`config.mk`:
```
export PLATFORM = sky130hd
export DESIGN_NAME = cartport_decoder
export DESIGN_NICKNAME = d
export VERILOG_FILES = /design/src/rtl/cartport_pkg.sv /design/src/rtl/cart_mode_decode.sv /design/src/rtl/cart_window_match.sv /design/src/rtl/cartport_decoder.sv
export SDC_FILE = /design/constraint.sdc
export NUM_CORES = 1
export LEC_CHECK = 0
export BUFFER_PORTS_ARGS = -buffer_cell sky130_fd_sc_hd__buf_2
export CORE_AREA = 5 5 42 44
export DETAILED_ROUTE_END_ITERATION = 16
export DIE_AREA = 0 0 47 49
export GPL_ROUTABILITY_DRIVEN = 0
export PLACE_DENSITY = 0.5
export SYNTH_ARGS = -nofsm -noshare
export SYNTH_HDL_FRONTEND = slang
export SYNTH_SLANG_ARGS = --single-unit
export TNS_END_PERCENT = 50
```
`constraint.sdc`:
```
create_clock -name clk -period 0.9 [get_ports clk]
set_input_delay 0.045 -clock clk [delete_from_list [all_inputs] [get_ports clk]]
set_output_delay 0.045 -clock clk [all_outputs]
set_load 0.005 [all_outputs]
```
`src/rtl/cartport_pkg.sv`:
```
package cartport_pkg;

    typedef struct packed {
        logic present;
        logic lo_en;
        logic hi_mid_en;
        logic hi_top_en;
    } cart_mode_t;

    typedef struct packed {
        logic lo;
        logic hi_mid;
        logic hi_top;
        logic iop1;
        logic iop2;
    } addr_hit_t;

    typedef struct packed {
        logic cart;
        logic intl;
        logic roml;
        logic romh;
        logic io1;
        logic io2;
    } dec_out_t;

endpackage

```
`src/rtl/cart_mode_decode.sv`:
```
module cart_mode_decode
    import cartport_pkg::*;
(
    input  logic       exrom_n,
    input  logic       game_n,
    output cart_mode_t mode
);
    always_comb begin
        mode = '0;
        unique case ({exrom_n, game_n})
            2'b11: mode = '0;                                        // absent
            2'b01: mode = '{present:1'b1, lo_en:1'b1, default:1'b0}; // 8 KB
            2'b00: mode = '{present:1'b1, lo_en:1'b1, hi_mid_en:1'b1, hi_top_en:1'b0};
            2'b10: mode = '{present:1'b1, lo_en:1'b1, hi_mid_en:1'b0, hi_top_en:1'b1};
            default: mode = '0;
        endcase
    end
endmodule

```
`src/rtl/cart_window_match.sv`:
```
module cart_window_match
    import cartport_pkg::*;
#(
    parameter int ADDR_W = 16
) (
    input  logic [ADDR_W-1:0] addr,
    output addr_hit_t         hit
);
    localparam int SEG_W  = 3;
    localparam int PAGE_W = ADDR_W - 8;
    localparam logic [SEG_W-1:0]  SEG_LO   = SEG_W'(4);
    localparam logic [SEG_W-1:0]  SEG_MID  = SEG_W'(5);
    localparam logic [SEG_W-1:0]  SEG_TOP  = SEG_W'(7);
    localparam logic [PAGE_W-1:0] PAGE_IO1 = PAGE_W'(8'hDE);
    localparam logic [PAGE_W-1:0] PAGE_IO2 = PAGE_W'(8'hDF);

    logic [SEG_W-1:0]  seg;
    logic [PAGE_W-1:0] page;

    always_comb begin
        seg        = addr[ADDR_W-1 -: SEG_W];
        page       = addr[ADDR_W-1 -: PAGE_W];
        hit.lo     = (seg == SEG_LO);
        hit.hi_mid = (seg == SEG_MID);
        hit.hi_top = (seg == SEG_TOP);
        hit.iop1   = (page == PAGE_IO1);
        hit.iop2   = (page == PAGE_IO2);
    end
endmodule

```
`src/rtl/cartport_decoder.sv`:
```
module cartport_decoder
    import cartport_pkg::*;
#(
    parameter int ADDR_W = 16
) (
    input  logic              clk,
    input  logic              rst,
    input  logic              acc_valid,
    input  logic [ADDR_W-1:0] addr,
    input  logic              exrom_n,
    input  logic              game_n,
    input  logic              ovl_map,
    output logic              cart_sel,
    output logic              int_sel,
    output logic              roml,
    output logic              romh,
    output logic              io1,
    output logic              io2
);
    cart_mode_t mode;
    addr_hit_t  hit;
    dec_out_t   dec_d, dec_q;

    cart_mode_decode u_mode (
        .exrom_n (exrom_n),
        .game_n  (game_n),
        .mode    (mode)
    );

    cart_window_match #(.ADDR_W(ADDR_W)) u_match (
        .addr (addr),
        .hit  (hit)
    );

    always_comb begin
        dec_d = '0;
        if (acc_valid) begin
            dec_d.roml = mode.lo_en && hit.lo;
            dec_d.romh = (mode.hi_mid_en && hit.hi_mid) || (mode.hi_top_en && hit.hi_top);
            dec_d.io1  = mode.present && !ovl_map && hit.iop1;
            dec_d.io2  = mode.present && !ovl_map && hit.iop2;
            dec_d.cart = dec_d.roml || dec_d.romh || dec_d.io1 || dec_d.io2;
            dec_d.intl = !dec_d.cart;
        end
    end

    always_ff @(posedge clk) begin
        if (rst) dec_q <= '0;
        else     dec_q <= dec_d;
    end

    assign cart_sel = dec_q.cart;
    assign int_sel  = dec_q.intl;
    assign roml     = dec_q.roml;
    assign romh     = dec_q.romh;
    assign io1      = dec_q.io1;
    assign io2      = dec_q.io2;

    AST_ONE_STROBE: assert property (@(posedge clk) disable iff (rst)
        $onehot0({roml, romh, io1, io2}) && (cart_sel == ($countones({roml, romh, io1, io2}) == 1)));
    AST_OVERLAY_WINS: assert property (@(posedge clk) disable iff (rst)
        (acc_valid && ovl_map) |=> (!io1 && !io2));
    AST_ABSENT_IDLE: assert property (@(posedge clk) disable iff (rst)
        (exrom_n && game_n) |=> !cart_sel);
    AST_IDLE_NO_ACC: assert property (@(posedge clk) disable iff (rst)
        !acc_valid |=> !(cart_sel || int_sel));
    AST_SEL_EXCLUSIVE: assert property (@(posedge clk) disable iff (rst)
        acc_valid |=> (cart_sel != int_sel));
endmodule

```
Word level (Yosys, flattened, before mapping)
Cells that the tools add are included.
{"block": "totals", "reg_bits": 6, "inputBits": 22, "word_cells": 30}
{"block": "op_classes", "eq_ne": 8, "muxes": 1, "bitwise_logic": 1, "n_reduce_logical": 14}
{"operator": "8-bit equality test (second input constant)", "count": 2}
{"operator": "4-bit case mux with 4 select lines", "count": 1}
{"operator": "3-bit equality test (second input constant)", "count": 3}
{"operator": "1-bit logical AND", "count": 6}
{"operator": "2-bit equality test (second input constant)", "count": 2}
{"operator": "1-bit logical OR", "count": 4}
{"operator": "2-bit by 1-bit equality test with 1-bit output (second input constant)", "count": 1}
{"operator": "1-bit zero test", "count": 2}
{"operator": "2-bit zero test", "count": 1}
{"operator": "2-bit OR reduction", "count": 1}
{"operator": "1-bit NOT", "count": 1}

Longest topological paths before layout
{"block": "depth", "ltp_word": 8, "mapped_depth": 3, "depth_no_buf": 3}

Hierarchy
A second synthesis with hierarchy kept.
{"block": "unflattened", "hier_cells": 31, "hier_area_um2": 276.5}
{"module": "cartport_decoder", "instances": 1, "cells_each": 18, "area_per_inst_um2": 202.7, "seq_area_each_um2": 120.1}
{"module": "cart_window_match", "instances": 1, "cells_each": 9, "area_per_inst_um2": 50.0, "seq_area_each_um2": 0.0}
{"module": "cart_mode_decode", "instances": 1, "cells_each": 4, "area_per_inst_um2": 23.8, "seq_area_each_um2": 0.0}

Worst setup path after synthesis
Ideal clock, no wire load.
{"block": "synth_path", "kind": "in2reg", "start": "input ovl_map", "end": "register dec_q (netlist bit int_sel)", "setup_ns": 0.118, "t_arrival_ns": 0.799, "path_slack_ns": -0.017, "path_stages": 3, "path_buffers": 0, "cell_sequence": "nand2b_1 -> or4_1 -> o2111a_1"}
{"block": "synth_via", "elab_chain_cells": 6, "word_cells_on_any_way": 7}
{"element": "start: declaration", "line": "cartport_decoder.sv:12", "text": "input logic ovl_map,"}
{"element": "1-bit zero test (*)", "line": "cartport_decoder.sv:40, cartport_decoder.sv:41"}
{"element": "1-bit logical AND (*)", "line": "cartport_decoder.sv:40, cartport_decoder.sv:41"}
{"element": "1-bit logical AND", "line": "cartport_decoder.sv:40", "text": "dec_d.io1 = mode.present && !ovl_map && hit.iop1;"}
{"element": "1-bit logical OR", "line": "cartport_decoder.sv:42", "text": "dec_d.cart = dec_d.roml || dec_d.romh || dec_d.io1 || dec_d.io2;"}
{"element": "1-bit logical OR (*)", "line": "cartport_decoder.sv:42"}
{"element": "1-bit zero test (*)", "line": "cartport_decoder.sv:43", "text": "dec_d.intl = !dec_d.cart;"}
{"element": "end signal: assignment", "line": "cartport_decoder.sv:48", "text": "if (rst) dec_q <= '0;"}
{"element": "end signal: assignment", "line": "cartport_decoder.sv:49", "text": "else dec_q <= dec_d;"}
{"element": "end: declaration", "line": "cartport_decoder.sv:22", "text": "dec_out_t dec_d, dec_q;"}
Every way passes the cells marked *; elsewhere a longest branch is shown, timed or not.
A chain may end at the register's enable or synchronous reset.

Final worst setup path
{"block": "layout_path", "start": "input addr[14]", "end": "register dec_q (netlist bit int_sel)"}
{"block": "layout_via", "elab_chain_cells": 7, "word_cells_on_any_way": 15}
{"element": "start: declaration", "line": "cartport_decoder.sv:9", "text": "input logic [ADDR_W-1:0] addr,"}
{"element": "3-bit equality test, on equally long branches", "line": "cart_window_match.sv:24, cart_window_match.sv:25"}
{"element": "1-bit logical AND", "line": "cartport_decoder.sv:39", "text": "dec_d.romh = (mode.hi_mid_en && hit.hi_mid) || (mode.hi_top_en && hit.hi_top);"}
{"element": "1-bit logical OR", "line": "cartport_decoder.sv:39"}
{"element": "1-bit logical OR (2 in series)", "line": "cartport_decoder.sv:42"}
{"element": "1-bit logical OR (*)", "line": "cartport_decoder.sv:42"}
{"element": "1-bit zero test (*)", "line": "cartport_decoder.sv:43"}
Marked as above.

==> impl_metrics.csv <==
group,metric,value,unit
routing,vias,286,
die,die_w,47,µm
sta,setup_violations,0,
critical_path,crit_fanout,3,
sta,fin_crit_sh,0.874,
routing,finalWirelength,639,µm
synth,synthSimpleGateAreaFrac,0.281,
synth,ys_seq_area_frac,0.482,
global_route,grt.total_usage,0.0628,
finish,num-nets-final,80,
job,max_cap_violations,0,
synth,synth_top_area_share,0.482,
die,initial_utilization,0.178,
power_and_ir_drop,p_comb_frac,0.157,
critical_path,worst_setup_path_start_kind,"primary input",
critical_path,crit_start,"addr[14]",
synth,netlist_area,249,µm²
clocking,cts_made_buffers,3,
clocking,cts_max_path_buffers,2,
synth,ys_types,17,
critical_path,worstSetupEndpoint,"int_sel",
routing,wl_met3,111,µm
synth,synthXorXnorAreaFrac,0,
sta,relSlewSlack,0.779,
synth,synth-compound-area-share,0.176,
power_and_ir_drop,power.internal,0.000482,W
synth,syn_avg_cell_area,9.58,µm²
die,io_pins,28,
power_and_ir_drop,leakagePower,0.236,nW
global_route,antenna_found_initial,0,
routing,route.met2.wl,245,µm
sta,max_freq,1270,MHz
die,core,1400,µm²
critical_path,endpoint_kind,"flip-flop",
critical_path,cp.required,1.03,ns
routing,route.detailed.drc,0,
power_and_ir_drop,p_clk_frac,0.395,
global_route,grt_pass1_vias,280,
clocking,tritoncts,"yes",
sta,setup_ws,0.113,ns
sta,layout_min_cycle_time,0.787,ns
synth,synth_most_common_cell,"dfxtp_1",
routing,maxUsedRoutingLayer,"met3",
die,die_h,49,µm
die,die_area,2300,µm²
finish,diodes,0,
clocking,htree_levels,1,
power_and_ir_drop,total_power,0.000608,W
synth,synth_cells,26,
power_and_ir_drop,p_sw,0.000126,W
clocking,cts.sinks,6,
worst_hold_path,hold_class,"primary input to flip-flop",
synth,synth_edf_count,0,
sta,hold_viol,0,
synth,ys_top_cells_by_area,"dfxtp_1, inv_1, o2111a_1, o221a_2, or4_4",
synth,synth_common_cells,"dfxtp_1, inv_1, nor2_1",
clocking,clk_pin_slew,0.04,ns
routing,drt-met1-wl,282,µm
global_route,grt_overflow,0,
synth,async_reset_ff_frac,0,
synth,yosysTopAreaCell,"dfxtp_1",
global_route,grt_max_degree,5,
clocking,clockRootBuffer,"clkbuf_4",
sta,worst_slew_pin_slew,0.323,ns
power_and_ir_drop,pwr-share-seq,0.448,
critical_path,crit_arrival,0.91,ns
synth,synth.net_count,48,
placement,io_buffers,19,
synth,ys_seq_elements,6,
power_and_ir_drop,netSwitchingFraction,0.208,
synth,synth_top_family_by_area,"simple AND/OR/NAND/NOR gates",
sta,rsz0062_at_grt,"false",
clocking,cts_resized,0,
die,rows,14,
routing,wire_per_inst,8.88,µm
synth,yosys_most_used_dff,"dfxtp_1",
routing,drt-initial-drc-count,4,
power_and_ir_drop,p_per_area,1350,nW/µm²
synth,synthMuxAreaShare,0,
routing,via_per_inst,3.97,
critical_path,path_class,"primary input to flip-flop",
power_and_ir_drop,ir_drop,0.318,mV
routing,ant_nets,0,
finish,drive_above_1_share,0.571,
sta,slew_viol_final,0,
finish,fin_util,0.321,
synth,yosys_warnings,0,
global_route,grt_pass1_wl,1060,µm
placement,pre_cts_slack,-0.132,ns
finish,syn2layout_area_growth,80.4,%
outcome,status,"complete, no violations",
synth,synthAdderAreaFrac,0,
placement,dp_hpwl,541,µm
routing,drt_pass1_iterations,2,
-- routing by layer --
layer  track usage  vias to the layer above
li1              -                      156
met1        0.0927                      113
met2        0.0701                       17
met3        0.0148                        0
met4        0.0553                        0
met5             0                        -
-- final cells by class --
class / instances / area, µm²
inverter: 4 / 15.0
tap: 16 / 20.0
clock buffer: 3 / 22.5
sequential: 6 / 120
fill: 160 / 952
multi-input combinational: 16 / 114
timing repair buffer: 27 / 158
-- how the worst min path moves through the flow --
| stage | slack [ns] | start | to | cells after the start |
|---|---|---|---|---|
| 6_report | 0.08 | rst | int_sel | 3 |
| 5_1_grt | 0.11 | rst | int_sel | 3 |
| 4_1_cts | 0.07 | rst | int_sel | 3 |
| 3_5_place_dp | 0.22 | addr[8] | io1 | 2 |
| 3_3_place_gp | 0.22 | addr[8] | io1 | 2 |
| 2_1_floorplan | 0.12 | addr[8] | io1 | 1 |
-- power by group through the flow --
stage	logic [W]	clock network [W]	registers, W
2_1_floorplan	0.0000261	0	0.000278
3_3_place_gp	0.0000922	0	0.000277
3_5_place_dp	0.0000928	0	0.000277
4_1_cts	0.0000966	0.000258	0.000272
5_1_grt	0.000107	0.000261	0.000273
6_report	0.0000955	0.000240	0.000273
-- cell families (layout without fill, tap and decap cells) --
logic type,Yosys count,after routing
simple gates,11,11
flops,6,6
buf+inv,4,34
compound gates,5,5
-- repair_timing --
action / in CTS / in global routing
hold buffers: 1 / 0
endpoints found under the hold margin: 1 / 0
setup buffers: 0 / 0
-- worst max-delay path: stages --
cell and delay, ns:
buf_2 0.11, or2_2 0.30, o221a_2 0.24, o2111a_1 0.22
-- layout by cell type, fill, tap and decap left out, types with 2 or more instances in the layout --
cell,n
buf_4,7
dfxtp_1,6
nor2_1,2
inv_1,4
buf_2,19
clkbuf_4,3
-- state kept, by name, indices dropped and copies added (netlist names) --
signal and flops:
io1 1, int_sel 1, io2 1, romh 1, roml 1, cart_sel 1
-- through the flow --
step | TNS, ns | area (µm²) | std cells | hold WS (ns)
after floorplan | 0 | 249 | 26 | 0.117
after global placement | -0.461 | 417 | 68 | 0.218
after detailed placement | -0.459 | 417 | 68 | 0.225
after CTS | 0 | 449 | 72 | 0.0724
after global routing | 0 | 449 | 72 | 0.109
final | 0 | 449 | 72 | 0.0825
Power figures use the tool's default switching activity.
